<file path="src/rtl/wss_pkg.sv">
package wss_pkg;

    localparam int unsigned DEF_NCH      = 10;
    localparam int unsigned DEF_CMP_BITS = 5;
    localparam int unsigned DEF_SEL_BITS = 4;
    localparam int unsigned DEF_MAG_W    = 8;

    // Who drives the weight-store address and access mode
    typedef enum logic {
        OWN_HW   = 1'b0,
        OWN_HOST = 1'b1
    } store_owner_e;

    // Per-clock sequencing event shared by all channels
    typedef struct packed {
        logic step;   // rising edge of phase 2 seen this cycle
        logic wrap;   // this step consumes the last component
    } tick_t;

    function automatic int unsigned acc_width(int unsigned mag_w, int unsigned cmp_bits);
        return mag_w + cmp_bits;
    endfunction

endpackage

</file>
<file path="src/rtl/wss_step_counter.sv">
module wss_step_counter
    import wss_pkg::*;
#(
    parameter int unsigned CMP_BITS = DEF_CMP_BITS,
    parameter int unsigned SEL_BITS = DEF_SEL_BITS
) (
    input  logic                clk,
    input  logic                rst,
    input  logic                ph2_i,
    output tick_t               tick_o,
    output logic [CMP_BITS-1:0] comp_o,
    output logic [SEL_BITS-1:0] sel_nxt_o,
    output logic                done_o
);
    localparam int unsigned CW = CMP_BITS + SEL_BITS;
    localparam logic [CMP_BITS-1:0] LAST_COMP = '1;

    logic          ph2_q;
    logic [CW-1:0] cnt_q;
    logic [CW-1:0] cnt_nxt;
    logic          done_q;

    always_comb begin
        cnt_nxt     = cnt_q + CW'(1);
        tick_o.step = ph2_i & ~ph2_q;
        tick_o.wrap = tick_o.step & (cnt_q[CMP_BITS-1:0] == LAST_COMP);
        comp_o      = cnt_q[CMP_BITS-1:0];
        sel_nxt_o   = cnt_nxt[CW-1:CMP_BITS];
        done_o      = done_q;
    end

    always_ff @(posedge clk) begin
        if (rst) begin
            ph2_q  <= 1'b1;
            cnt_q  <= '0;
            done_q <= 1'b0;
        end else begin
            ph2_q <= ph2_i;
            if (tick_o.step) begin
                cnt_q  <= cnt_nxt;
                done_q <= tick_o.wrap;
            end
        end
    end

endmodule

</file>
<file path="src/rtl/wss_addr_switch.sv">
module wss_addr_switch
    import wss_pkg::*;
#(
    parameter int unsigned CMP_BITS = DEF_CMP_BITS
) (
    input  logic                ph2_i,
    input  logic [CMP_BITS-1:0] host_addr_i,
    input  logic [CMP_BITS-1:0] comp_i,
    output logic [CMP_BITS-1:0] store_addr_o,
    output store_owner_e        owner_o
);
    always_comb begin
        if (ph2_i) begin
            owner_o      = OWN_HOST;
            store_addr_o = host_addr_i;
        end else begin
            owner_o      = OWN_HW;
            store_addr_o = comp_i;
        end
    end

endmodule

</file>
<file path="src/rtl/wss_chan_accum.sv">
module wss_chan_accum
    import wss_pkg::*;
#(
    parameter int unsigned MAG_W = DEF_MAG_W,
    parameter int unsigned ACC_W = acc_width(DEF_MAG_W, DEF_CMP_BITS)
) (
    input  logic             clk,
    input  logic             rst,
    input  tick_t            tick_i,
    input  logic [MAG_W-1:0] mag_i,
    input  logic             wbit_i,
    output logic [ACC_W-1:0] total_o
);
    localparam int unsigned EXT_W = ACC_W - MAG_W;

    logic [ACC_W-1:0] ext;
    logic [ACC_W-1:0] term;
    logic [ACC_W-1:0] run_q;
    logic [ACC_W-1:0] run_nxt;
    logic [ACC_W-1:0] total_q;

    always_comb begin
        ext     = {{EXT_W{mag_i[MAG_W-1]}}, mag_i};
        term    = wbit_i ? ext : (~ext + ACC_W'(1));
        run_nxt = run_q + term;
        total_o = total_q;
    end

    always_ff @(posedge clk) begin
        if (rst) begin
            run_q   <= '0;
            total_q <= '0;
        end else if (tick_i.step) begin
            if (tick_i.wrap) begin
                total_q <= run_nxt;
                run_q   <= '0;
            end else begin
                run_q <= run_nxt;
            end
        end
    end

endmodule

</file>
<file path="src/rtl/wss_bus_select.sv">
module wss_bus_select
    import wss_pkg::*;
#(
    parameter int unsigned NCH      = DEF_NCH,
    parameter int unsigned SEL_BITS = DEF_SEL_BITS,
    parameter int unsigned ACC_W    = acc_width(DEF_MAG_W, DEF_CMP_BITS),
    parameter int unsigned OUT_W    = ACC_W - 1
) (
    input  logic                      clk,
    input  logic                      rst,
    input  tick_t                     tick_i,
    input  logic [SEL_BITS-1:0]       sel_nxt_i,
    input  logic [NCH-1:0][ACC_W-1:0] totals_i,
    output logic [NCH-1:0]            bus_en_o,
    output logic [OUT_W-1:0]          out_o
);
    logic [NCH-1:0] dec;
    logic [NCH-1:0] en_q;

    for (genvar k = 0; k < NCH; k++) begin : g_dec
        assign dec[k] = (sel_nxt_i == SEL_BITS'(k));
    end

    always_ff @(posedge clk) begin
        if (rst) begin
            en_q <= '0;
        end else if (tick_i.step) begin
            en_q <= dec;
        end
    end

    always_comb begin
        bus_en_o = en_q;
        out_o    = '0;
        for (int k = 0; k < NCH; k++) begin
            if (en_q[k]) begin
                out_o = out_o | totals_i[k][ACC_W-1:ACC_W-OUT_W];
            end
        end
    end

endmodule

</file>
<file path="src/rtl/walsh_sum_sequencer.sv">
module walsh_sum_sequencer
    import wss_pkg::*;
#(
    parameter int unsigned NCH      = DEF_NCH,
    parameter int unsigned CMP_BITS = DEF_CMP_BITS,
    parameter int unsigned SEL_BITS = DEF_SEL_BITS,
    parameter int unsigned MAG_W    = DEF_MAG_W,
    localparam int unsigned ACC_W   = acc_width(MAG_W, CMP_BITS),
    localparam int unsigned OUT_W   = ACC_W - 1
) (
    input  logic                   clk,
    input  logic                   rst,
    input  logic                   ph2_i,
    input  logic [CMP_BITS-1:0]    host_addr_i,
    input  logic [NCH*MAG_W-1:0]   mag_i,
    input  logic [NCH-1:0]         wbit_i,
    output logic [CMP_BITS-1:0]    store_addr_o,
    output logic                   store_owner_o,
    output logic                   done_o,
    output logic [NCH-1:0]         bus_en_o,
    output logic [OUT_W-1:0]       out_o
);
    tick_t                     tick;
    logic [CMP_BITS-1:0]       comp;
    logic [SEL_BITS-1:0]       sel_nxt;
    store_owner_e              owner;
    logic [NCH-1:0][ACC_W-1:0] totals;

    wss_step_counter #(
        .CMP_BITS (CMP_BITS),
        .SEL_BITS (SEL_BITS)
    ) u_cnt (
        .clk       (clk),
        .rst       (rst),
        .ph2_i     (ph2_i),
        .tick_o    (tick),
        .comp_o    (comp),
        .sel_nxt_o (sel_nxt),
        .done_o    (done_o)
    );

    wss_addr_switch #(
        .CMP_BITS (CMP_BITS)
    ) u_sw (
        .ph2_i        (ph2_i),
        .host_addr_i  (host_addr_i),
        .comp_i       (comp),
        .store_addr_o (store_addr_o),
        .owner_o      (owner)
    );

    assign store_owner_o = (owner == OWN_HOST);

    for (genvar k = 0; k < NCH; k++) begin : g_ch
        wss_chan_accum #(
            .MAG_W (MAG_W),
            .ACC_W (ACC_W)
        ) u_acc (
            .clk     (clk),
            .rst     (rst),
            .tick_i  (tick),
            .mag_i   (mag_i[k*MAG_W +: MAG_W]),
            .wbit_i  (wbit_i[k]),
            .total_o (totals[k])
        );
    end

    wss_bus_select #(
        .NCH      (NCH),
        .SEL_BITS (SEL_BITS),
        .ACC_W    (ACC_W),
        .OUT_W    (OUT_W)
    ) u_bus (
        .clk       (clk),
        .rst       (rst),
        .tick_i    (tick),
        .sel_nxt_i (sel_nxt),
        .totals_i  (totals),
        .bus_en_o  (bus_en_o),
        .out_o     (out_o)
    );

endmodule

</file>
<file path="config.mk">
export PLATFORM = sky130hd
export DESIGN_NAME = walsh_sum_sequencer
export DESIGN_NICKNAME = d
export VERILOG_FILES = /design/src/rtl/wss_pkg.sv /design/src/rtl/wss_step_counter.sv /design/src/rtl/wss_addr_switch.sv /design/src/rtl/wss_chan_accum.sv /design/src/rtl/wss_bus_select.sv /design/src/rtl/walsh_sum_sequencer.sv
export SDC_FILE = /design/constraint.sdc
export NUM_CORES = 1
export LEC_CHECK = 0
export ABC_CLOCK_PERIOD_IN_PS = 3650
export CAP_MARGIN = 20
export CORE_MARGIN = 2
export CORE_UTILIZATION = 35
export DETAILED_ROUTE_END_ITERATION = 12
export DONT_BUFFER_PORTS = 1
export PLACE_DENSITY = 0.49
export SKIP_CTS_REPAIR_TIMING = 1
export SKIP_LAST_GASP = 1
export SLEW_MARGIN = 20
export SYNTH_ARGS = -nofsm -noshare
export SYNTH_HDL_FRONTEND = slang
export SYNTH_SLANG_ARGS = --single-unit
</file>
<file path="constraint.sdc">
create_clock -name clk -period 3.65 [get_ports clk]
set_input_delay 0.1825 -clock clk [delete_from_list [all_inputs] [get_ports clk]]
set_output_delay 0.1825 -clock clk [all_outputs]
set_load 0.05 [all_outputs]
</file>
==> summary.md, run 1 <==
| Metric | Value |
|---|---|
| Outcome | finished, violations left |
| Failing checks | negative hold slack |
| I/O pin count | between 100 and 150 |
| Final min period | around 3100 ps |
| Setup TNS | 0 ps |
| Setup Crit Path Kind | reg -> reg |
| CTS max path bufs | 3 |
| Num CTS Buffers | 35 |
| Synth-to-Final Area Change | 11.20% |
| Setup crit end kind | flop |
| Ant diodes | 0 |
| Startpoint Class | flop |
| Critical path's top delay family | adder cells |
| Overflow after GRT | 0 |
| Synth warn | 0 |
| Clk_skew | ~13 ps |
| Pwr Density | roughly 430 nW/um2 |
| Die ar. | 51600 um2 |
| Final Power | between 8 and 9 mW |
| Syn_area_per_cell | just over 8 um2 |
| Largest net degree at the start of global routing | 226 |
| Final hold vios | 9 |
| DR WL/cell | between 15 and 20 um |
| Worst Hold Slack | -10.53 ps |
| Die span in y | approximately 230 um |
| Most used DFF post-synth | dfxtp_1 |
| H-tree lvl count | 2 |
| Sink Count | about 270 |
| Worst Max-Slew Pin Slew | between 1000 and 1500 ps |
| CTS tree | yes |
| Global placement routability congestion | between 0.8 and 0.9 |
| Die X | roughly 230 um |
| Yosys cell types | 71 |
| Critical path's slowest cell | dfxtp_1 |
| RSZ-0062 raised after global routing | no |
| Clock Latency Late Sink | between 500 and 600 ps |
| Final net count | roughly 2300 |
| Net count after synthesis | about 2400 |
| Most frequent cells in the layout | dfxtp_1 (271), nand2_1 (264), a21oi_1 (216) |
| #FFs+latches synth | about 270 |
| DRT antenna net count | 0 |
| Pleak | just under 8 nW |
| Vias per std cell | between 5 and 6 |
| Initial antenna violation count | 0 |
| Number of synthesized flops with an enable pin | 0 |
| GRT Total Usage | a little over a fifth |
| Initial Util | between 30% and 40% |
| DRT Wirelength | around 55 mm |
| Cell Count, Final, Fillers Out | about 2800 |
| Post-synthesis sequential area ratio | between 30% and 40% |
| HP Class | in -> reg |
| Ys async rst share | 0% |
| Initial DRC count | 1118 |
| FP Rows | a little over 80 |
| Number of global-route vias before repair | about 15000 |
| Final setup fails | 0 |
| Max-cap violation count | 0 |
| Worst path buffer plus inverter count | 2 |
| Vias post-DR | roughly 15000 |
| Final WS setup | between 500 and 600 ps |
| Slowest stage delay, CP | ~500 ps |
| CP most frequent cell | buf_4 |
| Syn Std Cell Area | ~17000 um2 |
| Pre-CTS WS | just under 400 ps |
| Crit path DAT | 3460 ps |
| Slew HR | 20.93% |
| Syn Inst Count | about 2200 |
| Placed cells | 2727 |
| CTS root buf | clkbuf_16 |
| Crit path cell chain | ha_1, and3_1, ha_2, buf_4, nor3_2, buf_4, nand2_1, nor2b_1, o21ai_0, nand3_1 |
| Fin crit share | between 80 and 90% |
| Area contributors post-synth | dfxtp_1 (31%), ha_1 (9.5%), a21oi_1 (6.2%) |
| First-pass GRT wire length | 83.35 mm |
| Dpl hpwl | just under 40 mm |
| Critical path peak fanout | 28 |
| Required time of the worst setup path | 4060 ps |
| Synth top area share | between 30 and 40% |
| Max VDD drop | between 0.2 and 0.25 mV |
| Commonest non-fill, non-tap cell in the layout | dfxtp_1 |
| Yosys top cell by area | dfxtp_1 |
| Fraction of layout cells with a size suffix above 1 | 7.049% |
| Clock-pin slew on the worst setup and hold paths | 60 ps |
| I/O Buffers | 0 |
| Detailed-route DRC error count | 0 |
| CORE AREA | between 40000 and 50000 um2 |
| First-pass detailed-route iteration total | 5 |
| Fmax | roughly 330 MHz |
| Max-slew violations | 0 |
[metrics by stage]
step                util (%)  cell area (um2)
global placement       36.92            18110
floorplan                  -            17430
global route           39.51            19380
detailed placement     36.92            18110
CTS                    39.39            19320
finish                 39.51            19380
[area by class of cell]
type	instances	area, um2
sequential	271	5425
timing repair buffer	33	325.3
multi-input combinational	1712	11400
inverter	51	191.4
tap	664	830.8
clock buffer	45	996.0
clock inverter	16	216.5
fill	5012	29670
[layer usage]
layer	up-vias	share of wire (%)	track usage (%)
met5	-	0	0
met4	0	2.8	6.789
met3	71	3.9	2.943
met2	263	47	35.13
met1	7284	46	27.28
li1	7700	-	-
[worst reg2reg max path, stage by stage, from the launching register on]
cell and delay (ps):
dfxtp_1 500, ha_1 410, and3_1 210, ha_2 480
buf_4 460, nor3_2 100, buf_4 280, nand2_1 180
nor2b_1 50, o21ai_0 170, nand3_1 90
[synthesized netlist by cell type, drive strengths merged, types with 41 or more instances]
cell type / count
dfxtp: 271
nor2: 214
a22oi: 82
a22o: 41
clkbuf: 97
xor2: 87
a21o: 49
xnor2: 84
nand2: 265
inv: 51
ha: 132
a21oi: 216
o21ai: 81
nor3: 54
[kinds of logic (layout without fill, tap and decap cells)]
group           after synthesis  in the layout  share of synthesized area, %
xor+xnor                    172            172                         8.722
buf+inv                     173            145                         3.762
flops                       271            271                         31.13
mux                          42             42                         2.678
simple gates                720            720                         19.11
fa+ha+maj                   142            142                         10.62
compound gates              636            636                         23.98
[flip-flops by register name, summed over array words and instances (netlist names)]
name and count:
g_ch.u_acc.total_o 120, u_cnt.done_o 1, u_cnt.ph2_q 1, u_bus.bus_en_o 10, g_ch.u_acc.run_q 130, u_cnt.cnt_q 9
[worst paths after layout]
kind                                                              end  slack, ps  depth (start not counted)                             startpoint
worst max-delay path             g_ch[6].u_acc.run_q[12]$_SDFFE_PP0P_        600                         10            u_cnt.cnt_q[1]$_SDFFE_PP0P_
worst min-delay path              g_ch[4].u_acc.run_q[0]$_SDFFE_PP0P_        -10                          3                              mag_i[32]
worst max register to register   g_ch[6].u_acc.run_q[12]$_SDFFE_PP0P_        600                         10            u_cnt.cnt_q[1]$_SDFFE_PP0P_
worst min register to register  g_ch[0].u_acc.total_o[4]$_SDFFE_PP0P_        450                          2  g_ch[0].u_acc.total_o[4]$_SDFFE_PP0P_
[power by group]
part           internal [mW]  leakage (nW)  switching (mW)
Sequential              3.04          2.19          0.0618
Clock                   2.28         0.592            1.41
Combinational          0.602          4.95           0.894
Total                   5.92          7.74            2.37
No activity file was read; power rests on OpenSTA's default activity.
==> run 2: changes to the inputs <==
Settings changed: ABC_AREA set to 1, ABC_CLOCK_PERIOD_IN_PS 3650 to 2900.
Clock period 3.65 ns to 2.9 ns, I/O delays scaled along.
==> run 2 against run 1 <==
The flow now finishes without violations. Cell count up 27%. Die area up 6.7%. Global-route usage down 0.58 points. Highest routed layer is now met5.
==> summary.md, run 2 <==
| Metric | Value |
|---|---|
| Vias post-DR | ~18000 |
| Cell Count, Final, Fillers Out | about 3600 |
| Synth top area share | 29.15% |
| Die span in y | 234.6 um |
| Max-slew violations | 0 |
| Post-synth top cells | nand2_1 (813), inv_1 (357), a21oi_1 (295) |
| Max VDD drop | approximately 0.3 mV |
| Detailed-route DRC error count | 0 |
| Syn_area_per_cell | around 6.6 um2 |
| Clk_skew | around 12 ps |
| Required time of the worst setup path | about 2800 ps |
| Critical Path Source | u_bus.bus_en_o[1]$_SDFFE_PP0P_ |
| Final net count | 3080 |
| CTS tree | yes |
| Synth Area in XOR/XNOR | 5.695% |
| Crit path cell chain | inv_1, o22ai_1, a221oi_1, nand4_1, buf_4 |
| HP Class | in -> reg |
| Setup Crit Path Kind | reg -> out |
| Largest net degree at the start of global routing | 182 |
| Synth-to-Final Area Change | 12.22% |
| Largest family of logic cells by synthesized area | simple AND/OR/NAND/NOR gates |
| Synth warn | 0 |
| First-pass detailed-route iteration total | 5 |
| Top-count cell post-synth | nand2_1 |
| Fin crit share | 89.17% |
| Post-synthesis sequential area ratio | 29.15% |
| DRT Wirelength | 56.51 mm |
| Vias per std cell | ~4.9 |
| Net count after synthesis | 3075 |
| Initial Util | 35.41% |
| Ant diodes | 0 |
| CTS root buf | clkbuf_16 |
| Placed cells | 3458 |
| Fillers | between 5000 and 6000 |
| I/O pin count | around 130 |
| Synth Area in Compound Gates | 18.48% |
| #FFs+latches synth | around 270 |
| Hold path start | rst |
| Overflow after GRT | 0 |
| Initial antenna violation count | 2 |
| CORE AREA | around 53000 um2 |
| Post-route design area | roughly 21000 um2 |
| Clock-pin slew on the worst setup and hold paths | around 60 ps |
| Critical path's top delay family | compound AO/OA/AOI/OAI gates |
| First-pass GRT wire length | 88.53 mm |
| Slowest stage delay, CP | between 400 and 500 ps |
| Outcome | finished, final reports clean |
| Most frequent cells in the layout | nand2_1 (813), inv_1 (357), a21oi_1 (295) |
| Fmax | approximately 390 MHz |
| Post-Synth Simple-Gate Area | a little over a quarter |
| Combinational share of power | 20.0% |
| Setup TNS | 0 ps |
| Number of synthesized flops with an enable pin | 0 |
| DR WL/cell | 15.90 um |
| DRT antenna net count | 0 |
| Pleak | between 10 and 15 nW |
| Commonest non-fill, non-tap cell in the layout | nand2_1 |
| Critical path peak fanout | 12 |
| Sink Count | 271 |
| Syn Inst Count | between 2000 and 3000 |
| Yosys cell types | 39 |
| CTS max path bufs | 3 |
| Die X | approximately 230 um |
| Critical path's slowest cell | a221oi_1 |
| Num CTS Buffers | 36 |
| Worst path buffer plus inverter count | 2 |
| P_sw | 3.300 mW |
| Global placement routability congestion | approximately 0.86 |
| Final hold vios | 0 |
| Clock share of power | 43.8% |
| Post-Place Cell Area | around 19000 um2 |
| Max-cap violation count | 0 |
| Slew HR | 36.27% |
| RR Startpoint | g_ch[4].u_acc.run_q[0]$_SDFFE_PP0P_ |
| Proportion of synthesized area in mux cells | 0.1076% |
| Ys async rst share | 0% |
| Cell internal pwr | ~7.4 mW |
| Max reg flops | between 100 and 150 |
| GRT Total Usage | about a fifth |
| Setup crit end kind | primary output |
| I/O Buffers | 0 |
| Number of global-route vias before repair | roughly 17000 |
| Pwr Density | just over 500 nW/um2 |
| Switch share | a little under a third |
| FP Rows | 84 |
| RSZ-0062 raised after global routing | no |
| Reg power frac | 36.2% |
| Adder-cell area share of the yosys netlist | around 10% |
| H-tree lvl count | 2 |
| Final setup fails | 0 |
| Most used DFF post-synth | dfxtp_1 |
| Yosys top cell by area | dfxtp_1 |
| Startpoint Class | flop |
| Die ar. | approximately 55000 um2 |
| Clock Latency Late Sink | roughly 540 ps |
| Initial DRC count | 939 |
| Area contributors post-synth | dfxtp_1 (29%), nand2_1 (16%), ha_1 (8.9%) |
| Largest reg by FF count | g_ch.u_acc.run_q |
| Final min period | around 2600 ps |
| Worst Max-Slew Pin Slew | 949.5 ps |
| Syn Std Cell Area | 18610 um2 |
| Fraction of layout cells with a size suffix above 1 | approximately 3.7% |
| Dpl hpwl | about 41 mm |
| Crit path DAT | between 2000 and 2500 ps |
-- run 2: cell types whose count changed after synthesis, moves of 42 or more --
cell,before,now
nor3_1,54,7
a22oi_1,82,3
clkbuf_1,97,47
a21oi_1,216,295
inv_1,51,357
xnor2_1,84,35
o21ai_0,80,145
nand3_1,31,169
nand2_1,265,813
o21bai_1,12,54
-- run 2: metal layers --
| metal | vias up | part of all wire [%] | track usage, % |
|---|---|---|---|
| met5 | - | 0.032 | 0 |
| met4 | 2 | 1.8 | 5.051 |
| met3 | 62 | 5.4 | 4.251 |
| met2 | 270 | 46 | 33.77 |
| met1 | 7964 | 47 | 26.51 |
| li1 | 9217 | - | - |
-- run 2: logic make-up (layout without fill, tap and decap cells) --
kind of cell / after synthesis / after routing
adder cells (fa/ha/maj): 142 / 142
flip-flops: 271 / 271
AO/OA/AOI/OAI: 604 / 604
multiplexers: 2 / 2
AND/OR/NAND/NOR: 1233 / 1233
XOR/XNOR: 121 / 121
buffers and inverters: 462 / 493
-- run 2: cell type report --
cell class / count / area (um2) / share of cell area [%]
clock buffers: 46 / 999.7 / 4.787
clock inverters: 18 / 222.7 / 1.066
inverters: 365 / 1375 / 6.584
multi-input cells: 2102 / 11350 / 54.33
flip-flops and latches: 271 / 5425 / 25.98
well taps: 688 / 860.8 / 4.122
repair buffers: 64 / 653.1 / 3.127
-- run 2: final timing paths --
path                                                          endpoint  slack, ps  cells after the start
worst min-delay path            g_ch[7].u_acc.total_o[12]$_SDFFE_PP0P_         60                      4
worst min register to register   g_ch[0].u_acc.total_o[2]$_SDFFE_PP0P_        450                      2
worst max register to register     g_ch[4].u_acc.run_q[6]$_SDFFE_PP0P_        400                     10
worst max-delay path                                          out_o[7]        310                      5
-- run 2: power by group through the flow --
stage | Sequential, mW | Combinational, mW | Clock (mW)
6_report | 3.89 | 2.14 | 4.70
5_1_grt | 3.90 | 2.44 | 4.97
2_1_floorplan | 3.96 | 1.59 | 0
3_3_place_gp | 3.97 | 2.06 | 0
4_1_cts | 3.89 | 2.09 | 4.84
3_5_place_dp | 3.97 | 2.07 | 0
-- run 2: through the flow --
step | hold slack [ps] | util, % | total power, mW | worst slack (ps)
after floorplan | 417.1 | - | 5.550 | 821.7
after global placement | 252.0 | 36.77 | 6.032 | 412.1
after detailed placement | 245.9 | 36.77 | 6.043 | 376.2
after CTS | -339.3 | 39.10 | 10.82 | 254.2
after global routing | 69.69 | 39.74 | 11.31 | 85.39
final | 58.75 | 39.74 | 10.73 | 314.0
-- run 2: worst min-delay path, delay by kind of cell --
kind            cells  cell delay, ps
buf+inv             2             180
compound gates      1             160
simple gates        1              50
